--- src/rtl/lr_pkg.sv ---
package lr_pkg;
  typedef enum logic [2:0] {
    RX_IDLE,
    RX_PRIME,
    RX_START,
    RX_DATA,
    RX_PARITY,
    RX_STOP
  } rx_state_e;
endpackage

--- src/rtl/lr_bit_judge.sv ---
module lr_bit_judge #(
  parameter int ADC_W    = 8,
  parameter int SPB      = 8,
  parameter int DARK_MIN = 2
) (
  input  logic             clk,
  input  logic             rst_n,
  input  logic             clr_i,
  input  logic             smp_en_i,
  input  logic [ADC_W-1:0] adc_data_i,
  input  logic [ADC_W-1:0] thr_zero_i,
  input  logic [ADC_W-1:0] thr_one_i,
  output logic             bit_done_o,
  output logic             bit_val_o
);
  localparam int IDX_W  = $clog2(SPB);
  localparam int MID_LO = SPB / 2 - 1;
  localparam int MID_HI = SPB / 2 + 1;
  localparam int N_MID  = MID_HI - MID_LO + 1;
  localparam int CNT_W  = $clog2(N_MID + 1);

  logic [IDX_W-1:0] idx_q, idx_d;
  logic [CNT_W-1:0] dcnt_q, dcnt_d;
  logic             prev_q, prev_d;
  logic [ADC_W-1:0] thr;
  logic             dark, in_mid, last;

  assign thr        = prev_q ? thr_one_i : thr_zero_i;
  assign dark       = adc_data_i < thr;
  assign in_mid     = (idx_q >= IDX_W'(MID_LO)) && (idx_q <= IDX_W'(MID_HI));
  assign last       = idx_q == IDX_W'(SPB - 1);
  assign bit_done_o = smp_en_i && last;
  assign bit_val_o  = dcnt_q < CNT_W'(DARK_MIN);

  always_comb begin
    idx_d  = idx_q;
    dcnt_d = dcnt_q;
    prev_d = prev_q;
    if (clr_i) begin
      idx_d  = '0;
      dcnt_d = '0;
      prev_d = 1'b0;
    end else if (smp_en_i) begin
      if (last) begin
        idx_d  = '0;
        dcnt_d = '0;
        prev_d = bit_val_o;
      end else begin
        idx_d = idx_q + 1'b1;
        if (in_mid && dark) dcnt_d = dcnt_q + 1'b1;
      end
    end
  end

  always_ff @(posedge clk or negedge rst_n) begin
    if (!rst_n) begin
      idx_q  <= '0;
      dcnt_q <= '0;
      prev_q <= 1'b0;
    end else begin
      idx_q  <= idx_d;
      dcnt_q <= dcnt_d;
      prev_q <= prev_d;
    end
  end

  AST_DCNT_RANGE: assert property (@(posedge clk) disable iff (!rst_n)
    dcnt_q <= CNT_W'(N_MID));
  AST_DCNT_FROZEN_OUTSIDE: assert property (@(posedge clk) disable iff (!rst_n)
    (smp_en_i && !clr_i && !in_mid && !last) |=> $stable(dcnt_q));
endmodule

--- src/rtl/lr_timeout.sv ---
module lr_timeout #(
  parameter int TMO_CYC = 1000000
) (
  input  logic clk,
  input  logic rst_n,
  input  logic clr_i,
  input  logic run_i,
  output logic hit_o
);
  localparam int CW = $clog2(TMO_CYC + 1);

  logic [CW-1:0] cnt_q, cnt_d;

  assign hit_o = run_i && (cnt_q == CW'(TMO_CYC - 1));

  always_comb begin
    cnt_d = cnt_q;
    if (clr_i)               cnt_d = '0;
    else if (run_i && !hit_o) cnt_d = cnt_q + 1'b1;
  end

  always_ff @(posedge clk or negedge rst_n) begin
    if (!rst_n) cnt_q <= '0;
    else        cnt_q <= cnt_d;
  end

  AST_TMO_BOUND: assert property (@(posedge clk) disable iff (!rst_n)
    cnt_q < CW'(TMO_CYC));
endmodule

--- src/rtl/lr_frame_fsm.sv ---
module lr_frame_fsm
  import lr_pkg::*;
#(
  parameter int DATA_W = 8
) (
  input  logic              clk,
  input  logic              rst_n,
  input  logic              go_i,
  input  logic              tick_i,
  input  logic              bit_done_i,
  input  logic              bit_val_i,
  input  logic              tmo_hit_i,
  input  logic              par_odd_i,
  output logic              active_o,
  output logic              start_o,
  output logic              smp_en_o,
  output logic              adc_start_o,
  output logic [DATA_W-1:0] byte_o,
  output logic              vld_o,
  output logic              par_err_o,
  output logic              frm_err_o,
  output logic              tmo_o
);
  localparam int BCNT_W = $clog2(DATA_W);

  rx_state_e         state_q, state_d;
  logic [DATA_W-1:0] sh_q, sh_d, byte_q, byte_d;
  logic [BCNT_W-1:0] bcnt_q, bcnt_d;
  logic              vld_q, vld_d, perr_q, perr_d, ferr_q, ferr_d, tmo_q, tmo_d;

  assign start_o     = (state_q == RX_IDLE) && go_i;
  assign active_o    = state_q != RX_IDLE;
  assign smp_en_o    = tick_i && active_o && (state_q != RX_PRIME);
  assign adc_start_o = tick_i && active_o && !((state_q == RX_STOP) && bit_done_i);

  always_comb begin
    state_d = state_q;
    sh_d    = sh_q;
    byte_d  = byte_q;
    bcnt_d  = bcnt_q;
    vld_d   = 1'b0;
    perr_d  = perr_q;
    ferr_d  = ferr_q;
    tmo_d   = tmo_q;
    if (start_o) begin
      state_d = RX_PRIME;
      perr_d  = 1'b0;
      ferr_d  = 1'b0;
      tmo_d   = 1'b0;
    end else if (active_o && tmo_hit_i) begin
      state_d = RX_IDLE;
      tmo_d   = 1'b1;
    end else begin
      case (state_q)
        RX_PRIME: if (tick_i) state_d = RX_START;
        RX_START: if (bit_done_i) begin
          bcnt_d  = '0;
          state_d = bit_val_i ? RX_IDLE : RX_DATA;
        end
        RX_DATA: if (bit_done_i) begin
          sh_d = {bit_val_i, sh_q[DATA_W-1:1]};
          if (bcnt_q == BCNT_W'(DATA_W - 1)) state_d = RX_PARITY;
          else                                bcnt_d  = bcnt_q + 1'b1;
        end
        RX_PARITY: if (bit_done_i) begin
          perr_d  = bit_val_i != ((^sh_q) ^ par_odd_i);
          state_d = RX_STOP;
        end
        RX_STOP: if (bit_done_i) begin
          state_d = RX_IDLE;
          if (!bit_val_i) begin
            ferr_d = 1'b1;
          end else if (!perr_q) begin
            byte_d = sh_q;
            vld_d  = 1'b1;
          end
        end
        default: state_d = RX_IDLE;
      endcase
    end
  end

  always_ff @(posedge clk or negedge rst_n) begin
    if (!rst_n) begin
      state_q <= RX_IDLE;
      sh_q    <= '0;
      byte_q  <= '0;
      bcnt_q  <= '0;
      vld_q   <= 1'b0;
      perr_q  <= 1'b0;
      ferr_q  <= 1'b0;
      tmo_q   <= 1'b0;
    end else begin
      state_q <= state_d;
      sh_q    <= sh_d;
      byte_q  <= byte_d;
      bcnt_q  <= bcnt_d;
      vld_q   <= vld_d;
      perr_q  <= perr_d;
      ferr_q  <= ferr_d;
      tmo_q   <= tmo_d;
    end
  end

  assign byte_o    = byte_q;
  assign vld_o     = vld_q;
  assign par_err_o = perr_q;
  assign frm_err_o = ferr_q;
  assign tmo_o     = tmo_q;

  AST_FLAGS_CLEAR_ON_GO: assert property (@(posedge clk) disable iff (!rst_n)
    start_o |=> (!perr_q && !ferr_q && !tmo_q && active_o));
  AST_PRIME_NO_SAMPLE: assert property (@(posedge clk) disable iff (!rst_n)
    (state_q == RX_PRIME) |-> !smp_en_o);
endmodule

--- src/rtl/lumen_uart_rx.sv ---
module lumen_uart_rx #(
  parameter int ADC_W    = 8,
  parameter int DATA_W   = 8,
  parameter int SPB      = 8,
  parameter int DARK_MIN = 2,
  parameter int TMO_CYC  = 1000000
) (
  input  logic              clk,
  input  logic              rst_n,
  input  logic              tick_i,
  input  logic              coarse_lite_i,
  output logic              adc_start_o,
  input  logic [ADC_W-1:0]  adc_data_i,
  input  logic [ADC_W-1:0]  thr_zero_i,
  input  logic [ADC_W-1:0]  thr_one_i,
  input  logic              par_odd_i,
  output logic              sens_en_o,
  output logic [DATA_W-1:0] rx_byte_o,
  output logic              rx_vld_o,
  output logic              par_err_o,
  output logic              frm_err_o,
  output logic              tmo_o
);
  logic rst_meta_q, rst_sync_n;
  logic lite_q, go;
  logic active, start, smp_en, bit_done, bit_val, tmo_hit;

  always_ff @(posedge clk or negedge rst_n) begin
    if (!rst_n) begin
      rst_meta_q <= 1'b0;
      rst_sync_n <= 1'b0;
    end else begin
      rst_meta_q <= 1'b1;
      rst_sync_n <= rst_meta_q;
    end
  end

  always_ff @(posedge clk or negedge rst_sync_n) begin
    if (!rst_sync_n) lite_q <= 1'b0;
    else             lite_q <= coarse_lite_i;
  end

  assign go = lite_q && !coarse_lite_i;

  lr_frame_fsm #(.DATA_W(DATA_W)) u_fsm (
    .clk        (clk),
    .rst_n      (rst_sync_n),
    .go_i       (go),
    .tick_i     (tick_i),
    .bit_done_i (bit_done),
    .bit_val_i  (bit_val),
    .tmo_hit_i  (tmo_hit),
    .par_odd_i  (par_odd_i),
    .active_o   (active),
    .start_o    (start),
    .smp_en_o   (smp_en),
    .adc_start_o(adc_start_o),
    .byte_o     (rx_byte_o),
    .vld_o      (rx_vld_o),
    .par_err_o  (par_err_o),
    .frm_err_o  (frm_err_o),
    .tmo_o      (tmo_o)
  );

  lr_bit_judge #(.ADC_W(ADC_W), .SPB(SPB), .DARK_MIN(DARK_MIN)) u_judge (
    .clk        (clk),
    .rst_n      (rst_sync_n),
    .clr_i      (start),
    .smp_en_i   (smp_en),
    .adc_data_i (adc_data_i),
    .thr_zero_i (thr_zero_i),
    .thr_one_i  (thr_one_i),
    .bit_done_o (bit_done),
    .bit_val_o  (bit_val)
  );

  lr_timeout #(.TMO_CYC(TMO_CYC)) u_tmo (
    .clk   (clk),
    .rst_n (rst_sync_n),
    .clr_i (start),
    .run_i (active),
    .hit_o (tmo_hit)
  );

  assign sens_en_o = active;

  AST_ADC_GATED: assert property (@(posedge clk) disable iff (!rst_sync_n)
    adc_start_o |-> (tick_i && sens_en_o));
  AST_VLD_ONE_CYC: assert property (@(posedge clk) disable iff (!rst_sync_n)
    rx_vld_o |=> !rx_vld_o);
  AST_VLD_NO_ERR: assert property (@(posedge clk) disable iff (!rst_sync_n)
    rx_vld_o |-> (!par_err_o && !frm_err_o && !sens_en_o));
  AST_TMO_SENSOR_OFF: assert property (@(posedge clk) disable iff (!rst_sync_n)
    $rose(tmo_o) |-> !sens_en_o);
endmodule

--- config.mk ---
export PLATFORM = sky130hd
export DESIGN_NAME = lumen_uart_rx
export DESIGN_NICKNAME = d
export VERILOG_FILES = /design/src/rtl/lr_pkg.sv /design/src/rtl/lr_bit_judge.sv /design/src/rtl/lr_timeout.sv /design/src/rtl/lr_frame_fsm.sv /design/src/rtl/lumen_uart_rx.sv
export SDC_FILE = /design/constraint.sdc
export NUM_CORES = 1
export LEC_CHECK = 0
export BUFFER_PORTS_ARGS = -buffer_cell sky130_fd_sc_hd__buf_4
export CAP_MARGIN = 20
export CORE_MARGIN = 4
export CORE_UTILIZATION = 42
export DETAILED_ROUTE_END_ITERATION = 10
export PLACE_DENSITY = 0.63
export RECOVER_POWER = 100
export SYNTH_ARGS = -nofsm -noshare
export SYNTH_HDL_FRONTEND = slang
export SYNTH_SLANG_ARGS = --single-unit
--- constraint.sdc ---
create_clock -name clk -period 1.9 [get_ports clk]
set_clock_uncertainty 0.1 [all_clocks]
set_input_delay 0.57 -clock clk [delete_from_list [all_inputs] [get_ports clk]]
set_output_delay 0.57 -clock clk [all_outputs]
set_load 0.005 [all_outputs]
**After elaboration in Yosys (flattened, before gate mapping)**

Cells that the tools add are included.

- Register bits after elaboration: 55
- Input port bits: 29
- Output and inout bits: 14
- Word-level logic and storage cells: 126

- Add/subtract/negate cells: 4
- $lt $le $gt $ge: 4
- Equality and inequality tests: 21
- Mux-type cells: 43
- Bitwise logic cells: 4
- Reduce and logical (&&, ||, !) cells: 35

Operators by type and width:

| cell | number |
|---|---|
| 20-bit two-way mux | 2 |
| 3-bit two-way mux | 13 |
| 20-bit by 1-bit adder with 20-bit output (second input constant) | 1 |
| 20-bit == test (second input constant) | 1 |
| 1-bit two-way mux | 20 |
| 6-bit AND reduction | 3 |
| 4-bit by 2-bit inequality test with 1-bit output (second input constant) | 4 |
| 2-bit nonzero test | 8 |
| 3-bit one-hot mux with 5 select lines | 1 |
| 3-bit == test (second input constant) | 4 |
| 1-bit logical AND | 12 |
| 2-bit two-way mux | 5 |
| 8-bit less-than comparator | 1 |
| 8-bit two-way mux | 1 |
| 4-bit by 3-bit inequality test with 1-bit output (second input constant) | 2 |
| 4-bit AND reduction | 2 |
| 8-bit parity | 1 |
| 3-bit by 1-bit adder with 3-bit output (second input constant) | 2 |
| 3-bit by 2-bit == test with 1-bit output (second input constant) | 2 |
| 2-bit inequality test (second input constant) | 3 |
| 3-bit one-hot mux with 2 select lines | 1 |
| 3-bit nonzero test | 2 |
| 2-bit by 1-bit inequality test with 1-bit output (second input constant) | 2 |
| 2-bit AND reduction | 2 |
| other kinds (12) | 16 |

**Longest topological paths before layout**

- Depth in word-level cells: 8
- Mapped depth: 8
- Gate-level depth less buffers: 7

**By module**

From an unflattened synthesis, not the netlist that was laid out.

- Cell total of the unflattened synthesis: 295
- Area, all modules: 3128.0 um2

By module, submodules not included:

| module | times used | cells each | area each (um2) | sequential area each (um2) |
|---|---|---|---|---|
| lr_frame_fsm | 1 | 108 | 1281.2 | 650.6 |
| lr_timeout | 1 | 117 | 1124.8 | 500.5 |
| lr_bit_judge | 1 | 65 | 629.4 | 150.1 |
| lumen_uart_rx | 1 | 5 | 92.6 | 75.1 |

**Least setup slack after synthesis**

OpenSTA, ideal clock, no wires.

- Path type: flip-flop to flip-flop
- Start: register u_judge.prev_q
- End: register u_judge.dcnt_q[0]
- Setup time: 0.078 ns
- Data arrival time: 2.121 ns
- Data required time: 1.722 ns
- Setup slack: -0.399 ns
- Stages on the path, launching flop included: 9
- Buffers on the path: 1
- Period minus slack after synthesis: 2.299 ns
- Cell sequence: dfrtp_1 -> buf_2 -> mux2i_1 -> ha_1 -> or4_1 -> o221ai_1 -> o22ai_1 -> or4_1 -> a21oi_1

- Cells in the longest elaborated chain, start to end: 5

RTL lines:

| item | RTL line | source |
|---|---|---|
| start: declaration | lr_bit_judge.sv:24 | `logic prev_q, prev_d;` |
| start signal: assignment | lr_bit_judge.sv:63 | `prev_q <= prev_d;` |
| 8-bit two-way mux | lr_bit_judge.sv:28 | `assign thr = prev_q ? thr_one_i : thr_zero_i;` |
| 8-bit less-than comparator | lr_bit_judge.sv:29 | `assign dark = adc_data_i < thr;` |
| 1-bit logical AND | lr_bit_judge.sv:50 | `if (in_mid && dark) dcnt_d = dcnt_q + 1'b1;` |
| 3-bit nonzero test (no source line) | n/a |  |
| 2-bit AND reduction (no source line) | n/a |  |
| end signal: assignment | lr_bit_judge.sv:62 | `dcnt_q <= dcnt_d;` |
| end: declaration | lr_bit_judge.sv:23 | `logic [CNT_W-1:0] dcnt_q, dcnt_d;` |

Every way passes these cells.
A chain may end at the register's enable or synchronous reset.

**Final worst setup path**

Ends and elaborated chain as after synthesis.

==> impl_metrics.yaml <==
run_status:
  status: "complete, but fails checks"
  violations: "setup timing"
critical_path:
  rr_worst_depth: 7
  max_stage_delay_ns: 0.53
  cp.depth: 7
  worstPathRequired_ns: 2.05
  path_cells: "mux2i_1 -> ha_2 -> or4_4 -> o221ai_2 -> o22ai_2 -> or4_4 -> a21oi_2"
  rr_endpoint: "u_judge.dcnt_q[0]"
  cpLargestDelayFamily: "simple AND/OR/NAND/NOR gates"
  crit_type: "register to register"
  crit_slowest_cell: "or4_4"
  startpoint_type: "register"
  cp-end-kind: "register"
  arrival_ns: 2.45
  worstSetupEndpoint: "u_judge.dcnt_q[0]"
  reg2reg_from: "u_judge.prev_q"
  worst_path_most_repeated_cell: "or4_4"
  critPathBufInv: 0
  path_max_fanout: 5
  rrSetupSlack_ns: -0.40
  critPathLaunch: "u_judge.prev_q"
hold_path:
  hold_class: "register to async pin"
global_routing:
  grt.total_usage_pct: 16.8
  antenna_found_initial: 0
  grt_pass1_vias: 2581
  grt_pass1_wl_um: 11900
  grt_overflow: 0
  grt_max_degree: 43
floorplanning:
  fp.dieH_um: 94.0
  start_util_pct: 43.1
  coreArea_um2: 7210
  io_pins: 43
  placementRows: 31
  die_x_um: 94.0
  die-area_um2: 8840
clock_network:
  cts_buffer_depth: 2
  cts_tree: "built"
  cts_root_buf: "clkbuf_8"
  htree_num_levels: 2
  numClockSinks: 55
  cts_buffers: 5
  clk_pin_slew_ns: 0.11
  insertion_delay_ns: 0.32
logic_synthesis:
  seq_area_frac_synth_pct: 44.3
  yosysUniqueCellTypes: 56
  synth_area_um2: 3110
  synthArstFlopShare_pct: 100
  synth_area_per_cell_um2: 10.7
  syn-num-nets: 331
  synth_edf_count: 0
  synth-seq-cells: 55
  yosysWarnings: 0
  netlist_instances: 289
  synth_ff_type: "dfrtp_1"
placed_design:
  port_buffers: 42
  gp_congestion: 0.828
  dpl.hpwl_um: 5140
  pre_cts_ws_ns: -0.569
layout:
  multi_input_area_um2: 1860
  register_area_um2: 1380
  final_common_cell: "buf_4"
  fillerInstances: 610
  syn2layout_area_growth_pct: 42.0
  fin_nets: 446
  drive_above_1_share_pct: 46.9
  final_cell_mix: "buf_4 (89), dfrtp_1 (53), nor2_1 (24)"
  final_core_util_pct: 61.2
  antenna_cells: 0
routing:
  ant_nets: 0
  vias_per_cell: 5.09
  route.detailed.wl_per_inst_um: 14.0
  totalWireLength_um: 7080
  drtIter0Drc: 66
  drc: 0
  drt-pass1-iter-count: 4
  routed-via-count: 2563
run:
  drv_cap: 0
sta:
  rsz0062_at_grt: "yes"
  period_share_pct: 121
  hold_violations: 0
  slew_violations: 0
  slew_headroom_pct: 37.9
  finalCriticalPeriod_ns: 2.30
  setup_viol: 37
  fin_ws_ns: -0.401
  worst_pin_slew_ns: 0.931
  fmax_mhz: 435
power:
  power_mw: 3.69
  ir_worst_vdd_v: 0.000670
  power.density_nw_per_um2: 835
  leakage_nw: 2.06
## routing by layer
metal / part of all wire [%] / track usage (%) / vias up
met5: 0 / 0 / -
met4: 1.2 / 4.45 / 0
met3: 4.8 / 3.69 / 8
met2: 49 / 27.6 / 40
met1: 45 / 22.3 / 1253
li1: - / - / 1262
## report_power, final
part	switching, mW	internal [mW]	total, mW
Combinational	0.729	0.822	1.55
Sequential	0.137	1.33	1.46
Clock	0.404	0.268	0.671
## how the worst min path moves through the flow
stage / startpoint / endpoint
5_1_grt: rst_sync_n / u_tmo.cnt_q[7]
4_1_cts: rst_sync_n / u_tmo.cnt_q[1]
6_report: rst_sync_n / u_tmo.cnt_q[1]
2_1_floorplan: rst_n / rst_meta_q
3_5_place_dp: rst_sync_n / u_tmo.cnt_q[1]
3_3_place_gp: rst_sync_n / u_tmo.cnt_q[0]
## Yosys cell counts, drive strengths merged, types with 3 or more instances
master | n | area, um^2
a211oi | 3 | 22.5
a21oi | 14 | 70.1
and2 | 4 | 25.0
and3 | 5 | 32.5
buf | 6 | 51.3
clkbuf | 4 | 16.3
dfrtp | 55 | 1380
ha | 13 | 163
inv | 11 | 41.3
mux2 | 18 | 229
mux2i | 14 | 140
nand2 | 19 | 71.3
nand2b | 4 | 32.5
nand3 | 10 | 50.1
nand3b | 3 | 22.5
nand4 | 5 | 31.3
nor2 | 25 | 93.8
nor3 | 5 | 36.3
nor3b | 3 | 33.8
nor4 | 4 | 55.1
nor4b | 3 | 26.3
o211ai | 6 | 45.0
o21ai | 8 | 40.0
or4 | 6 | 46.3
xnor2 | 15 | 131
xor2 | 5 | 43.8
## registers in the layout, summed over array words and instances, names as in the netlist, 2 cells and up
name and flops:
u_judge.idx_q 3, u_fsm.sh_q 8, u_fsm.state_q 3, u_fsm.byte_o 8, u_tmo.cnt_q 20, u_fsm.bcnt_q 3
u_judge.dcnt_q 2
## logic make-up (layout without fill, tap and decap cells)
logic type      count (synthesis)  after routing  share of synthesized area [%]
fa+ha+maj                      13             13                           5.24
simple gates                  107            107                           20.7
other cells                     1              1                          0.121
xor+xnor                       20             20                           5.64
flops                          55             55                           44.3
buf+inv                        21            137                           3.50
mux                            32             32                           11.9
compound gates                 40             40                           8.62
## cell type report
class	count	area share [%]
repair buffers	118	20.8
clock inverters	3	0.510
inverters	11	0.992
well taps	99	2.81
clock buffers	5	1.56
multi-input cells	213	42.1
flip-flops and latches	55	31.2
## repair_timing
action | in CTS | in global routing
gates resized for setup | 29 | 31
buffers inserted | 8 | 7
endpoints found under the hold margin | 2 | 0
setup endpoints to repair | 31 | 40
hold buffers | 1 | 0
pin swaps | 11 | 16
## stage by stage
step / instance area, um^2 / TNS [ns] / hold slack (ns) / std cells
5_1_grt: 4410 / -8.89 / 0.114 / 504
3_3_place_gp: 4040 / -6.00 / 0.0415 / 482
4_1_cts: 4280 / -4.89 / 0.0550 / 498
3_5_place_dp: 4040 / -6.27 / 0.0467 / 482
2_1_floorplan: 3190 / -5.57 / 0.174 / 289
6_report: 4410 / -5.96 / 0.0768 / 504
Power figures use the tool's default switching activity.
